--- src/rtl/fiq_pkg.sv ---
package fiq_pkg;

  localparam int unsigned NQ        = 3;
  localparam int unsigned Q_GEN     = 0;
  localparam int unsigned Q_RX      = 1;
  localparam int unsigned Q_TX      = 2;
  localparam int unsigned BITS_PER_Q = 3;
  localparam int unsigned LVL_W     = NQ * BITS_PER_Q;

  // offsets of the per-queue flags inside a queue's 3-bit slice
  localparam int unsigned OFS_EMPTY = 0;
  localparam int unsigned OFS_FULL  = 1;
  localparam int unsigned OFS_THR   = 2;

  typedef enum logic [2:0] {
    CFG_GEN_THR = 3'd0,
    CFG_RX_THR  = 3'd1,
    CFG_TX_THR  = 3'd2,
    CFG_MASK    = 3'd3,
    CFG_CLEAR   = 3'd4
  } cfg_addr_e;

  // threshold comparison: receive side fires at or above, others below
  function automatic logic thr_hit(input int unsigned cnt,
                                   input int unsigned thr,
                                   input logic        at_or_above);
    if (at_or_above) return (cnt >= thr);
    return (cnt < thr);
  endfunction

  function automatic int unsigned cnt_width(input int unsigned depth);
    return $clog2(depth + 1);
  endfunction

  function automatic int unsigned max3(input int unsigned a,
                                       input int unsigned b,
                                       input int unsigned c);
    int unsigned m;
    m = (a > b) ? a : b;
    return (m > c) ? m : c;
  endfunction

endpackage

--- src/rtl/fiq_level_mon.sv ---
module fiq_level_mon #(
  parameter int unsigned DEPTH       = 32,
  parameter int unsigned CW          = 7,
  parameter bit          AT_OR_ABOVE = 1'b0
) (
  input  logic          clk_i,
  input  logic          rst_ni,
  input  logic [CW-1:0] cnt_i,
  input  logic          thr_we_i,
  input  logic [CW-1:0] thr_d_i,
  output logic [CW-1:0] thr_o,
  output logic          empty_o,
  output logic          full_o,
  output logic          hit_o
);
  import fiq_pkg::*;

  localparam logic [CW-1:0] FULL_VAL = CW'(DEPTH);
  localparam logic [CW-1:0] THR_RST  = CW'(1);

  logic [CW-1:0] thr_q;

  always_ff @(posedge clk_i or negedge rst_ni) begin
    if (!rst_ni) begin
      thr_q <= THR_RST;
    end else if (thr_we_i) begin
      thr_q <= thr_d_i;
    end
  end

  assign thr_o   = thr_q;
  assign empty_o = (cnt_i == '0);
  assign full_o  = (cnt_i == FULL_VAL);
  assign hit_o   = thr_hit(32'(cnt_i), 32'(thr_q), AT_OR_ABOVE);

endmodule

--- src/rtl/fiq_event_bank.sv ---
module fiq_event_bank #(
  parameter int unsigned N = 2
) (
  input  logic         clk_i,
  input  logic         rst_ni,
  input  logic [N-1:0] set_i,
  input  logic [N-1:0] clr_i,
  output logic [N-1:0] ev_o
);
  logic [N-1:0] ev_q;

  // set has priority over clear in the same cycle
  always_ff @(posedge clk_i or negedge rst_ni) begin
    if (!rst_ni) begin
      ev_q <= '0;
    end else begin
      ev_q <= (ev_q & ~clr_i) | set_i;
    end
  end

  assign ev_o = ev_q;

endmodule

--- src/rtl/fiq_irq_gate.sv ---
module fiq_irq_gate #(
  parameter int unsigned W = 11
) (
  input  logic         clk_i,
  input  logic         rst_ni,
  input  logic         mask_we_i,
  input  logic [W-1:0] mask_d_i,
  input  logic [W-1:0] status_i,
  output logic [W-1:0] mask_o,
  output logic         lvl_o,
  output logic         irq_o
);
  localparam logic [W-1:0] SRC_VALID = '1;

  logic [W-1:0] mask_q;
  logic         irq_q;
  logic         lvl;

  always_ff @(posedge clk_i or negedge rst_ni) begin
    if (!rst_ni) begin
      mask_q <= '1;
    end else if (mask_we_i) begin
      mask_q <= mask_d_i;
    end
  end

  assign lvl = |(status_i & ~mask_q & SRC_VALID);

  // pin register only moves when the computed level disagrees with it
  always_ff @(posedge clk_i or negedge rst_ni) begin
    if (!rst_ni) begin
      irq_q <= 1'b0;
    end else if (lvl != irq_q) begin
      irq_q <= lvl;
    end
  end

  assign mask_o = mask_q;
  assign lvl_o  = lvl;
  assign irq_o  = irq_q;

endmodule

--- src/rtl/fifo_irq_ctrl.sv ---
module fifo_irq_ctrl #(
  parameter int unsigned GEN_DEPTH = 32,
  parameter int unsigned RX_DEPTH  = 64,
  parameter int unsigned TX_DEPTH  = 64,
  parameter int unsigned N_EVT     = 2,
  parameter int unsigned CFG_W     = 16
) (
  input  logic                                        clk_i,
  input  logic                                        rst_ni,
  input  logic [$clog2(GEN_DEPTH+1)-1:0]              gen_cnt_i,
  input  logic [$clog2(RX_DEPTH+1)-1:0]               rx_cnt_i,
  input  logic [$clog2(TX_DEPTH+1)-1:0]               tx_cnt_i,
  input  logic [N_EVT-1:0]                            evt_i,
  input  logic                                        cfg_we_i,
  input  logic [2:0]                                  cfg_addr_i,
  input  logic [CFG_W-1:0]                            cfg_wdata_i,
  output logic [fiq_pkg::LVL_W+N_EVT-1:0]             status_o,
  output logic                                        irq_o
);
  import fiq_pkg::*;

  localparam int unsigned GEN_CW = cnt_width(GEN_DEPTH);
  localparam int unsigned RX_CW  = cnt_width(RX_DEPTH);
  localparam int unsigned TX_CW  = cnt_width(TX_DEPTH);
  localparam int unsigned CW     = max3(GEN_CW, RX_CW, TX_CW);
  localparam int unsigned STAT_W = LVL_W + N_EVT;

  // named internal events, visible to the bound checker
  logic [NQ*CW-1:0] cnt_flat;
  logic [NQ*CW-1:0] thr_flat;
  logic [LVL_W-1:0] lvl_next;
  logic [LVL_W-1:0] lvl_q;
  logic [N_EVT-1:0] ev_w;
  logic [N_EVT-1:0] clr_evt_w;
  logic [STAT_W-1:0] status_w;
  logic [STAT_W-1:0] mask_w;
  logic              irq_lvl_w;
  logic              mask_we_w;
  logic              clear_we_w;

  assign cnt_flat[Q_GEN*CW +: CW] = CW'(gen_cnt_i);
  assign cnt_flat[Q_RX*CW  +: CW] = CW'(rx_cnt_i);
  assign cnt_flat[Q_TX*CW  +: CW] = CW'(tx_cnt_i);

  assign mask_we_w  = cfg_we_i && (cfg_addr_i == CFG_MASK);
  assign clear_we_w = cfg_we_i && (cfg_addr_i == CFG_CLEAR);

  // per-queue monitors; the receive queue compares at-or-above
  for (genvar q = 0; q < NQ; q++) begin : g_q
    localparam int unsigned DEPTH_Q = (q == Q_GEN) ? GEN_DEPTH :
                                      (q == Q_RX)  ? RX_DEPTH  : TX_DEPTH;
    localparam bit GE_Q = (q == Q_RX);

    logic thr_we;
    logic empty, full, hit;

    assign thr_we = cfg_we_i && (cfg_addr_i == 3'(q));

    fiq_level_mon #(
      .DEPTH       (DEPTH_Q),
      .CW          (CW),
      .AT_OR_ABOVE (GE_Q)
    ) u_mon (
      .clk_i    (clk_i),
      .rst_ni   (rst_ni),
      .cnt_i    (cnt_flat[q*CW +: CW]),
      .thr_we_i (thr_we),
      .thr_d_i  (cfg_wdata_i[CW-1:0]),
      .thr_o    (thr_flat[q*CW +: CW]),
      .empty_o  (empty),
      .full_o   (full),
      .hit_o    (hit)
    );

    assign lvl_next[q*BITS_PER_Q + OFS_EMPTY] = empty;
    assign lvl_next[q*BITS_PER_Q + OFS_FULL]  = full;
    assign lvl_next[q*BITS_PER_Q + OFS_THR]   = hit;
  end

  // level bits are rebuilt every cycle, never held
  always_ff @(posedge clk_i or negedge rst_ni) begin
    if (!rst_ni) begin
      lvl_q <= '0;
    end else begin
      lvl_q <= lvl_next;
    end
  end

  // clear writes only reach the sticky event bits
  assign clr_evt_w = clear_we_w ? cfg_wdata_i[STAT_W-1:LVL_W] : '0;

  fiq_event_bank #(
    .N (N_EVT)
  ) u_evt (
    .clk_i  (clk_i),
    .rst_ni (rst_ni),
    .set_i  (evt_i),
    .clr_i  (clr_evt_w),
    .ev_o   (ev_w)
  );

  assign status_w = {ev_w, lvl_q};

  fiq_irq_gate #(
    .W (STAT_W)
  ) u_gate (
    .clk_i     (clk_i),
    .rst_ni    (rst_ni),
    .mask_we_i (mask_we_w),
    .mask_d_i  (cfg_wdata_i[STAT_W-1:0]),
    .status_i  (status_w),
    .mask_o    (mask_w),
    .lvl_o     (irq_lvl_w),
    .irq_o     (irq_o)
  );

  assign status_o = status_w;

endmodule

--- config.mk ---
export PLATFORM = sky130hd
export DESIGN_NAME = fifo_irq_ctrl
export DESIGN_NICKNAME = d
export VERILOG_FILES = /design/src/rtl/fiq_pkg.sv /design/src/rtl/fiq_level_mon.sv /design/src/rtl/fiq_event_bank.sv /design/src/rtl/fiq_irq_gate.sv /design/src/rtl/fifo_irq_ctrl.sv
export SDC_FILE = /design/constraint.sdc
export NUM_CORES = 1
export LEC_CHECK = 0
export ABC_AREA = 1
export BUFFER_PORTS_ARGS = -buffer_cell sky130_fd_sc_hd__clkbuf_2
export CAP_MARGIN = 20
export CORE_MARGIN = 5
export CORE_UTILIZATION = 55
export DETAILED_ROUTE_END_ITERATION = 16
export PLACE_DENSITY = 0.81
export SYNTH_ARGS = -nofsm -noshare
export SYNTH_HDL_FRONTEND = slang
export SYNTH_SLANG_ARGS = --single-unit
--- constraint.sdc ---
create_clock -name clk_i -period 3.1 [get_ports clk_i]
set_clock_uncertainty 0.2 [all_clocks]
set_input_delay 0.155 -clock clk_i [delete_from_list [all_inputs] [get_ports clk_i]]
set_output_delay 0.155 -clock clk_i [all_outputs]
set_load 0.05 [all_outputs]
==> metrics.csv <==
stage,metric,value,unit
synth,netlist_top_cells_area,"dfrtp_1, dfstp_2, nand2_1",
timing,finalCritPeriodShare,77.87,%
global_route,track_usage,17.97,%
clock_network,cts_buffers,5,
final_layout,final-instance-count-excl-fill,407,
timing,max_slew_margin,74.92,%
global_route,grt_pass1_vias,2007,
timing,fmax,414.2,MHz
final_layout,final_common_cell,nand2_1,
routing,vias_per_cell,4.776,
clock_network,clockBufferDepth,2,
setup_path,cp_max_fo,2,
outcome,status,"finished, final reports clean",
final_layout,nets,416,
die,initial_core_util,56.38,%
clock_network,cts_tree,done,
routing,drc,0,
placement,dpl.hpwl,3.591,mm
die,die_y,76.81,µm
power_and_ir_drop,power,1.541,mW
power_and_ir_drop,p_per_area,504.1,mW/mm²
final_layout,layout_common_cells,"nand2_1, inv_1, clkbuf_2",
synth,syn_area,0.002455,mm²
setup_path,crit_path_start_kind,input port,
timing,tns,0,ps
clock_network,cts_root_buffer,clkbuf_8,
final_layout,diodes,0,
setup_path,cp_common_cell,dlygate4sd3_1,
global_route,overflow,0,
synth,yosys.area.top_type,dfrtp_1,
setup_path,crit_start,tx_cnt_i[4],
setup_path,r2r_setup_slack,1700,ps
clock_network,htree_levels,2,
clock_network,postCtsResizedCells,0,
setup_path,cp-end-kind,register,
routing,drt_iter0_drc,84,
placement,port-buffer-count,50,
flow_run,drv_cap,0,
setup_path,cp.arrival,2450,ps
setup_path,cp-endpoint,lvl_q[7],
die,fp.dieW,76.81,µm
synth,synth_cell_types,24,
timing,tightest_slew,374.9,ps
routing,antenna_left,0,
synth,synthDominantCellAreaShare,30.58,%
global_route,grt_pass1_wl,8.666,mm
power_and_ir_drop,p_seq_share,48.1,%
routing,firstDrtPassIters,4,
setup_path,path_delay_family,buffers and inverters,
placement,placedCellCount,374,
synth,synth_seq_area_share,45.57,%
routing,totalWireLength,5.005,mm
placement,gp_congestion,0.8176,
setup_path,crit_buf_inv,4,
setup_path,r2r-start,u_evt.ev_o[0],
power_and_ir_drop,peakVddDrop,0.3016,mV
power_and_ir_drop,swShare,32.42,%
final_layout,fin_util,70.23,%
power_and_ir_drop,pwr-share-clk,24.1,%
setup_path,path_cells,dlygate4sd3_1 > clkbuf_2 > or2_2 > dlygate4sd3_1 > nor3b_1 > dlygate4sd3_1,
clock_network,clkLatencyLatePin,300,ps
timing,period_minus_slack,2414,ps
die,dieArea,0.005900,mm²
synth,ys_ff_latch,44,
placement,postPlaceCellArea,0.002705,mm²
power_and_ir_drop,p_leak,1.651,nW
worst_hold_path,min_path_type,input port to register,
setup_path,r2r_cells,3,
die,io_pins,56,
timing,final-hold-violation-count,0,
global_route,grt_max_degree,45,
setup_path,slowest_stage,dlygate4sd3_1,
timing,rsz0062_at_grt,false,
setup_path,r2r-end,u_evt.ev_o[0],
final_layout,drive_gt1_share,32.68,%
setup_path,required,3130,ps
routing,route.vias.total,1944,
setup_path,path_class,input port to register,
die,row_count,24,
synth,syn_inst,277,
final_layout,multi_input_area,0.001061,mm²
die,core-area,0.004354,mm²
final_layout,area_delta_synth_final,24.57,%
final_layout,final_area,0.003058,mm²
clock_network,cts_sinks,44,
power_and_ir_drop,pwr-share-comb,27.7,%
synth,yosysWarnings,0,
timing,slew_violations,0,
synth,synth_nets,339,
setup_path,slowest_delay,580,ps
final_layout,regArea,0.001119,mm²
global_route,antenna_found_initial,0,
timing,setup_violations,0,
power_and_ir_drop,switching_power,0.4997,mW
synth,avgSynthCellArea,8.862,µm²
clock_network,clk_pin_slew,90,ps
power_and_ir_drop,power.internal,1.042,mW
setup_path,cp.depth,6,
final_layout,fillers,367,
routing,wire_per_inst,12.30,µm
## layer usage
metal  vias to the layer above  share of wire (%)  track usage, %
met1                       893                 42           21.06
met2                        38                 53           32.26
met4                         0               0.78           5.245
li1                       1009                  -               -
met3                         4                4.7           4.333
met5                         -                  0               0
## cell usage after synthesis (all sizes together)
library cell	n
a21oi	7
dfrtp	30
buf	5
ha	18
nor3b	3
a21o	1
o21ai	33
or2	2
nand3	5
dfstp	14
nor2	16
inv	56
nand2	82
nand4	2
nor3	3
## registers in the layout, summed over array words and instances (netlist names)
register,cells
lvl_q,9
g_q.u_mon.thr_o,21
u_evt.ev_o,2
u_gate.mask_o,11
u_gate.irq_o,1
## cell families (layout without fill, tap and decap cells)
group | after synthesis | count (layout) | share of synthesized area [%]
AOI/OAI and AO/OA | 41 | 41 | 12.89
adders and majority gates | 18 | 18 | 9.174
buffers and inverters | 61 | 139 | 11.21
DFF | 44 | 44 | 45.57
and+or+nand+nor | 113 | 113 | 21.15
## worst min-delay path by stage
stage,start,endpoint,slack (ps),cells past startpoint
after floorplan,rst_ni,g_q[0].u_mon.thr_o[1],-340,0
after global placement,evt_i[1],u_evt.ev_o[1],140,3
after detailed placement,evt_i[0],u_evt.ev_o[0],150,3
after CTS,gen_cnt_i[0],lvl_q[2],0.7,6
after global routing,cfg_wdata_i[1],u_gate.mask_o[1],20,3
final,cfg_wdata_i[1],u_gate.mask_o[1],1,3
## cell type report
| type | count | share of cell area, % |
|---|---|---|
| clock inverter | 2 | 0.3273 |
| clock buffer | 6 | 2.700 |
| inverter | 56 | 6.874 |
| sequential | 44 | 36.58 |
| multi-input combinational | 172 | 34.70 |
| timing repair buffer | 75 | 16.69 |
| tap | 52 | 2.128 |
## power by group through the flow
stage | registers [mW] | logic [mW] | clock network, mW
finish | 0.742 | 0.428 | 0.372
CTS | 0.741 | 0.429 | 0.382
global placement | 0.747 | 0.393 | 0
detailed placement | 0.752 | 0.410 | 0
floorplan | 0.784 | 0.262 | 0
global route | 0.753 | 0.489 | 0.412
## worst reg2reg max path: stages (launching register included)
cell,delay (ps)
dfrtp_1,400
nand2_1,70
nand2_1,50
dlygate4sd3_1,550
## what timing repair did
item | CTS | global route
buffers inserted | 0 | 0
hold endpoints to repair | 44 | 0
hold buffers | 24 | 0
setup endpoints to repair | 0 | 0
## through the flow
| step | worst slack (ps) | hold WS (ps) |
|---|---|---|
| floorplan | 1804 | -340.6 |
| global placement | 1750 | 138.8 |
| detailed placement | 1745 | 148.8 |
| CTS | 692.2 | 0.7193 |
| global route | 626.2 | 15.80 |
| finish | 685.9 | 1.209 |
Power figures use the tool's default switching activity.
